### src/rtl/mw_pkg.sv
package mw_pkg;

    typedef enum logic [2:0] {
        S_IDLE,
        S_GAP,
        S_SHIFT,
        S_RECV,
        S_DROP,
        S_POLL,
        S_DONE
    } mw_state_e;

    typedef enum logic [1:0] {
        K_WEN,
        K_RD,
        K_WR
    } mw_kind_e;

endpackage

### src/rtl/mw_tick_gen.sv
module mw_tick_gen #(
    parameter int DIV = 200
) (
    input  logic clk,
    input  logic rst_n,
    input  logic en,
    output logic tick
);
    localparam int CW = (DIV > 1) ? $clog2(DIV) : 1;

    logic [CW-1:0] cnt;

    assign tick = en && (cnt == CW'(DIV - 1));

    always_ff @(posedge clk or negedge rst_n) begin
        if (!rst_n) begin
            cnt <= '0;
        end else if (!en || tick) begin
            cnt <= '0;
        end else begin
            cnt <= cnt + CW'(1);
        end
    end
endmodule

### src/rtl/mw_frame_build.sv
module mw_frame_build
    import mw_pkg::*;
#(
    parameter int ADDR_W = 6,
    parameter int DATA_W = 16,
    localparam int FW    = 4 + ADDR_W + DATA_W,
    localparam int BCW   = $clog2(FW + 1)
) (
    input  mw_kind_e          kind,
    input  logic [ADDR_W-1:0] addr,
    input  logic [DATA_W-1:0] data,
    output logic [FW-1:0]     vec,
    output logic [BCW-1:0]    len
);
    // Frames are left aligned: the first bit on the wire is vec[FW-1].
    always_comb begin
        unique case (kind)
            K_WEN: begin
                vec = {2'b01, 2'b00, {ADDR_W{1'b1}}, {DATA_W{1'b0}}};
                len = BCW'(4 + ADDR_W);
            end
            K_RD: begin
                vec = {2'b01, 2'b10, addr, {DATA_W{1'b0}}};
                len = BCW'(4 + ADDR_W);
            end
            default: begin
                vec = {2'b01, 2'b01, addr, data};
                len = BCW'(FW);
            end
        endcase
    end
endmodule

### src/rtl/mw_eeprom_master.sv
module mw_eeprom_master
    import mw_pkg::*;
#(
    parameter int PHASE_CYC = 200,
    parameter int POLL_CYC  = 200000,
    parameter int POLL_MAX  = 100,
    parameter int ADDR_W    = 6,
    parameter int DATA_W    = 16
) (
    input  logic              clk,
    input  logic              rst_n,
    input  logic              start,
    input  logic              op_write,
    input  logic [ADDR_W-1:0] addr,
    input  logic [DATA_W-1:0] wdata,
    output logic              busy,
    output logic              done,
    output logic [DATA_W-1:0] rdata,
    output logic              timeout_err,
    output logic              ee_cs,
    output logic              ee_sclk,
    output logic              ee_mosi,
    input  logic              ee_miso
);
    localparam int FW  = 4 + ADDR_W + DATA_W;
    localparam int BCW = $clog2(FW + 1);
    localparam int RCW = $clog2(DATA_W + 1);
    localparam int PCW = $clog2(POLL_MAX + 1);

    mw_state_e         st, st_nx;
    logic [1:0]        ph;
    logic [FW-1:0]     shreg;
    logic [BCW-1:0]    bitcnt, bitlen;
    logic [RCW-1:0]    rcnt;
    logic [PCW-1:0]    pcnt;
    logic              is_wr, in_wen;
    logic [ADDR_W-1:0] a_q;
    logic [DATA_W-1:0] d_q;
    logic              ph_tick, poll_tick;
    logic              bit_end, frame_end, recv_end, poll_last;

    mw_kind_e          f_kind;
    logic [ADDR_W-1:0] f_addr;
    logic [DATA_W-1:0] f_data;
    logic [FW-1:0]     f_vec;
    logic [BCW-1:0]    f_len;

    mw_tick_gen #(.DIV(PHASE_CYC)) u_phase (
        .clk (clk), .rst_n (rst_n), .en (st != S_IDLE), .tick (ph_tick)
    );

    mw_tick_gen #(.DIV(POLL_CYC)) u_poll (
        .clk (clk), .rst_n (rst_n), .en (st == S_POLL), .tick (poll_tick)
    );

    always_comb begin
        if (st == S_IDLE) begin
            f_kind = op_write ? K_WEN : K_RD;
            f_addr = addr;
            f_data = wdata;
        end else begin
            f_kind = K_WR;
            f_addr = a_q;
            f_data = d_q;
        end
    end

    mw_frame_build #(.ADDR_W(ADDR_W), .DATA_W(DATA_W)) u_frame (
        .kind (f_kind), .addr (f_addr), .data (f_data), .vec (f_vec), .len (f_len)
    );

    assign bit_end   = ph_tick && (ph == 2'd2);
    assign frame_end = bit_end && (bitcnt == bitlen - BCW'(1));
    assign recv_end  = bit_end && (rcnt == RCW'(DATA_W - 1));
    assign poll_last = pcnt == PCW'(POLL_MAX - 1);

    // Next-state logic
    always_comb begin
        st_nx = st;
        unique case (st)
            S_IDLE:  if (start) st_nx = S_GAP;
            S_GAP:   if (ph_tick) st_nx = S_SHIFT;
            S_SHIFT: if (frame_end) st_nx = in_wen ? S_GAP : (is_wr ? S_DROP : S_RECV);
            S_RECV:  if (recv_end) st_nx = S_DONE;
            S_DROP:  if (ph_tick) st_nx = S_POLL;
            S_POLL:  if (poll_tick && (ee_miso || poll_last)) st_nx = S_DONE;
            S_DONE:  st_nx = S_IDLE;
            default: st_nx = S_IDLE;
        endcase
    end

    // State register
    always_ff @(posedge clk or negedge rst_n) begin
        if (!rst_n) st <= S_IDLE;
        else        st <= st_nx;
    end

    // Datapath: shift register, phase and bit counters, read accumulator
    always_ff @(posedge clk or negedge rst_n) begin
        if (!rst_n) begin
            ph          <= '0;
            shreg       <= '0;
            bitcnt      <= '0;
            bitlen      <= '0;
            rcnt        <= '0;
            pcnt        <= '0;
            is_wr       <= 1'b0;
            in_wen      <= 1'b0;
            a_q         <= '0;
            d_q         <= '0;
            rdata       <= '0;
            timeout_err <= 1'b0;
        end else begin
            unique case (st)
                S_IDLE: if (start) begin
                    is_wr       <= op_write;
                    in_wen      <= op_write;
                    a_q         <= addr;
                    d_q         <= wdata;
                    shreg       <= f_vec;
                    bitlen      <= f_len;
                    bitcnt      <= '0;
                    ph          <= '0;
                    rcnt        <= '0;
                    pcnt        <= '0;
                    timeout_err <= 1'b0;
                end
                S_SHIFT: if (ph_tick) begin
                    if (ph == 2'd2) begin
                        ph <= '0;
                        if (frame_end && in_wen) begin
                            in_wen <= 1'b0;
                            shreg  <= f_vec;
                            bitlen <= f_len;
                            bitcnt <= '0;
                        end else begin
                            shreg  <= shreg << 1;
                            bitcnt <= bitcnt + BCW'(1);
                        end
                    end else begin
                        ph <= ph + 2'd1;
                    end
                end
                S_RECV: if (ph_tick) begin
                    if (ph == 2'd1) rdata <= {rdata[DATA_W-2:0], ee_miso};
                    if (ph == 2'd2) begin
                        ph   <= '0;
                        rcnt <= rcnt + RCW'(1);
                    end else begin
                        ph <= ph + 2'd1;
                    end
                end
                S_POLL: if (poll_tick) begin
                    pcnt <= pcnt + PCW'(1);
                    if (!ee_miso && poll_last) timeout_err <= 1'b1;
                end
                default: ;
            endcase
        end
    end

    // Outputs
    always_comb begin
        busy    = (st != S_IDLE);
        done    = (st == S_DONE);
        ee_cs   = (st == S_SHIFT) || (st == S_RECV) || (st == S_POLL);
        ee_sclk = ((st == S_SHIFT) || (st == S_RECV)) && (ph == 2'd1);
        ee_mosi = (st == S_SHIFT) && shreg[FW-1];
    end
endmodule

### config.mk
export PLATFORM = sky130hd
export DESIGN_NAME = mw_eeprom_master
export DESIGN_NICKNAME = d
export VERILOG_FILES = /design/src/rtl/mw_pkg.sv /design/src/rtl/mw_tick_gen.sv /design/src/rtl/mw_frame_build.sv /design/src/rtl/mw_eeprom_master.sv
export SDC_FILE = /design/constraint.sdc
export NUM_CORES = 1
export LEC_CHECK = 0
export BUFFER_PORTS_ARGS = -buffer_cell sky130_fd_sc_hd__buf_2
export CAP_MARGIN = 0
export CORE_ASPECT_RATIO = 0.5
export CORE_MARGIN = 2
export CORE_UTILIZATION = 62
export CTS_BUF_LIST = sky130_fd_sc_hd__clkbuf_8
export DETAILED_ROUTE_END_ITERATION = 6
export PLACE_DENSITY = 0.83
export RECOVER_POWER = 100
export SETUP_SLACK_MARGIN = 0.15
export SYNTH_ARGS = -nofsm -noshare
export SYNTH_HDL_FRONTEND = slang
export SYNTH_SLANG_ARGS = --single-unit
### constraint.sdc
create_clock -name clk -period 2.7 [get_ports clk]
set_clock_uncertainty 0.05 [all_clocks]
set_input_delay 0.405 -clock clk [delete_from_list [all_inputs] [get_ports clk]]
set_output_delay 0.405 -clock clk [all_outputs]
set_load 0.1 [all_outputs]
==> metrics <==
die width 136 µm; RSZ-0062 raised after global routing no; most common cell in the netlist nand2_1; top_reg_cell synth dfrtp_1; clock slew at reported path FFs 0.07 ns; Starting Density 63.0%; via/cell ratio 5.62; final period utilization roughly nine tenths; status complete, no violations; Sw Ratio 33.7%; setup slack, reg-to-reg 0.29 ns; hold_sp wdata[11]; final WL 11.4 mm; fin crit period 2.43 ns; reg2reg end shreg[10]; synthesized flop and latch total 117; cell count of the worst reg-to-reg path 8; CTS buffer count 17; nets 668; P_leak 0.00303 µW; leading area contributor after synthesis dfrtp_1; Hold Fails Final Rpt 0; Worst-Margin Slew 1.18 ns; Req. time, crit path 2.25 ns; Synth Net Count 601; Max Buffers Root-to-Sink 2; Int Power 3900 µW; max_cap viols 0; NetSw 1990 µW; CP Max Fanout 9; Worst setup SP type flip-flop; synthesized instance count 568; CTS tree built; drt first pass iters 4; # setup viols final 0; highest clock rate between 400 and 500 MHz; combinational power share 28.4%; largest net degree at the start of global routing 41; DR WL/cell 14.8 µm; Port Buffers 48; Synth-to-Final Area Change 17.2%; first-pass GRT wire length 19.1 mm; worst-case vdd ir drop between 0.0006 and 0.0007 V; Yosys top cell area share 53.9%; Clk pwr share 30.8%; hpwl dp 7.36 mm; ant diodes 0; Clock Tree Root clkbuf_8; Post-Synthesis Cell Area 5430 µm²; antenna violations before repair 0; hold endpoint d_q[11]; Final Util 73.9%; IO Count 49; Post-synth ARST share 100%; clk sink count 117; Post-synth EDFFs 0; CP Capture Type primary output; Global Route Usage Sum 25.3%; Die H ~70 µm; DR iter-0 viols 336; critical path arrival 1.97 ns; Reg power frac between 40% and 50%; Syn Area/Cell 9.56 µm²; insertion delay to the later sink of the worst-skew pair slightly above 0.4 ns; Cell Pwr Density slightly above 900 nW/µm²; vias in the first global route 4,192; synth unique cells 44; yosys warns 0; Worst slew margin 21.4%; # DRC 0; Max Slew Vio Count 0; via count 4,298; Hold WC Path Type input pin to flip-flop; core area 8620 µm²; largest cells by area after synthesis dfrtp_1, nand2_1, nor2_1, mux2_2, nand4_1; Hold Path Cell Cnt 3; Site Rows 24; # H-tree levels 4; Worst Path Class, Setup flip-flop to primary output; total global routing overflow 0; RD Place Congestion 0.801; die area 9570 µm²; setup_tns 0 ns; commonest cells in the synthesized netlist nand2_1, dfrtp_1, nor2_1, nand4_1, clkbuf_1; share of layout cells above drive strength 1 16.7%; register area share after synthesis 53.9%; post-route ant nets 0; worst reg2reg path startpoint u_phase.cnt[0]
[flip-flops by register name, indices dropped and copies added (netlist names), 2 cells and up]
name / cells
shreg: 26
u_poll.cnt: 18
d_q: 16
rdata: 16
u_phase.cnt: 8
pcnt: 7
a_q: 6
bitcnt: 5
rcnt: 5
st: 3
bitlen: 2
ph: 2
[power groups by stage]
stage | sequential [µW] | clock (µW) | combinational [µW]
detailed placement | 2410 | 0 | 1570
CTS | 2390 | 1830 | 1590
global route | 2440 | 1920 | 1870
global placement | 2410 | 0 | 1510
floorplan | 2350 | 0 | 1200
finish | 2400 | 1810 | 1670
[stage by stage]
| stage | power (µW) | worst slack, ns | cell area [µm²] | hold slack (ns) | instances |
|---|---|---|---|---|---|
| 2_1_floorplan | 3540 | 0.182 | 5480 | 0.0594 | 568 |
| 3_3_place_gp | 3920 | 0.363 | 5900 | 0.362 | 724 |
| 3_5_place_dp | 3980 | 0.286 | 5900 | 0.362 | 724 |
| 4_1_cts | 5820 | 0.157 | 6370 | 0.119 | 757 |
| 5_1_grt | 6240 | 0.100 | 6370 | 0.115 | 765 |
| 6_report | 5890 | 0.273 | 6370 | 0.134 | 765 |
[routing by layer]
| metal | routed length (µm) | GRT usage (%) | part of all wire [%] |
|---|---|---|---|
| met5 | 0 | 0 | 0 |
| met4 | 95 | 7.75 | 0.84 |
| met3 | 510 | 5.59 | 4.5 |
| met2 | 5650 | 41.5 | 50 |
| met1 | 5100 | 34.2 | 45 |
[layout by cell type (no fill, tap or decap), types with 16 or more instances in the layout]
cell type	synthesis	final
buf_2	6	25
nand2_1	135	135
nand4_1	25	25
nor2_1	58	58
o21ai_0	18	19
clkbuf_8	0	19
dfrtp_1	117	117
o211ai_1	17	17
clkbuf_1	21	22
mux2_2	17	17
xor2_1	16	16
[kinds of logic (layout without fill, tap and decap cells)]
group                    count (synthesis)  count (layout)  synth area share (%)
flip-flops                             117             117                  53.9
XOR/XNOR                                26              26                  4.19
multiplexers                            27              27                  5.37
buffers and inverters                   39             119                  2.97
AND/OR/NAND/NOR                        287             287                  24.1
AO/OA/AOI/OAI                           66              66                  8.13
adder cells (fa/ha/maj)                  6               6                  1.38
[how the worst max path moves through the flow]
stage	start	endpoint	slack, ns	cells after the start
2_1_floorplan	st[2]	rdata[10]	0.18	6
3_3_place_gp	u_phase.cnt[0]	shreg[3]	0.36	7
3_5_place_dp	u_phase.cnt[0]	shreg[2]	0.29	7
4_1_cts	st[2]	busy	0.16	4
5_1_grt	u_phase.cnt[0]	shreg[10]	0.10	8
6_report	st[2]	busy	0.27	4
[final cells by class]
class / instances / area, µm²
Sequential cell: 117 / 2930
Clock inverter: 13 / 189
Clock buffer: 19 / 262
Timing Repair Buffer: 76 / 428
Fill cell: 635 / 2250
Inverter: 11 / 45.0
Multi-Input combinational cell: 412 / 2370
Tap cell: 117 / 146
[repair_timing]
item,CTS,global route
resized for setup,2,1
setup buffers,0,8
setup endpoints to repair,1,15
hold buffers,1,0
endpoints found under the hold margin,37,0
pin swaps,0,1
[worst max-delay path, cell delays in order (launching register included)]
cell and delay [ns]:
dfrtp_1 0.49, nor3_2 0.31, buf_4 0.23, clkinvlp_4 0.20, clkbuf_4 0.33
No activity file was read; power rests on OpenSTA's default activity.
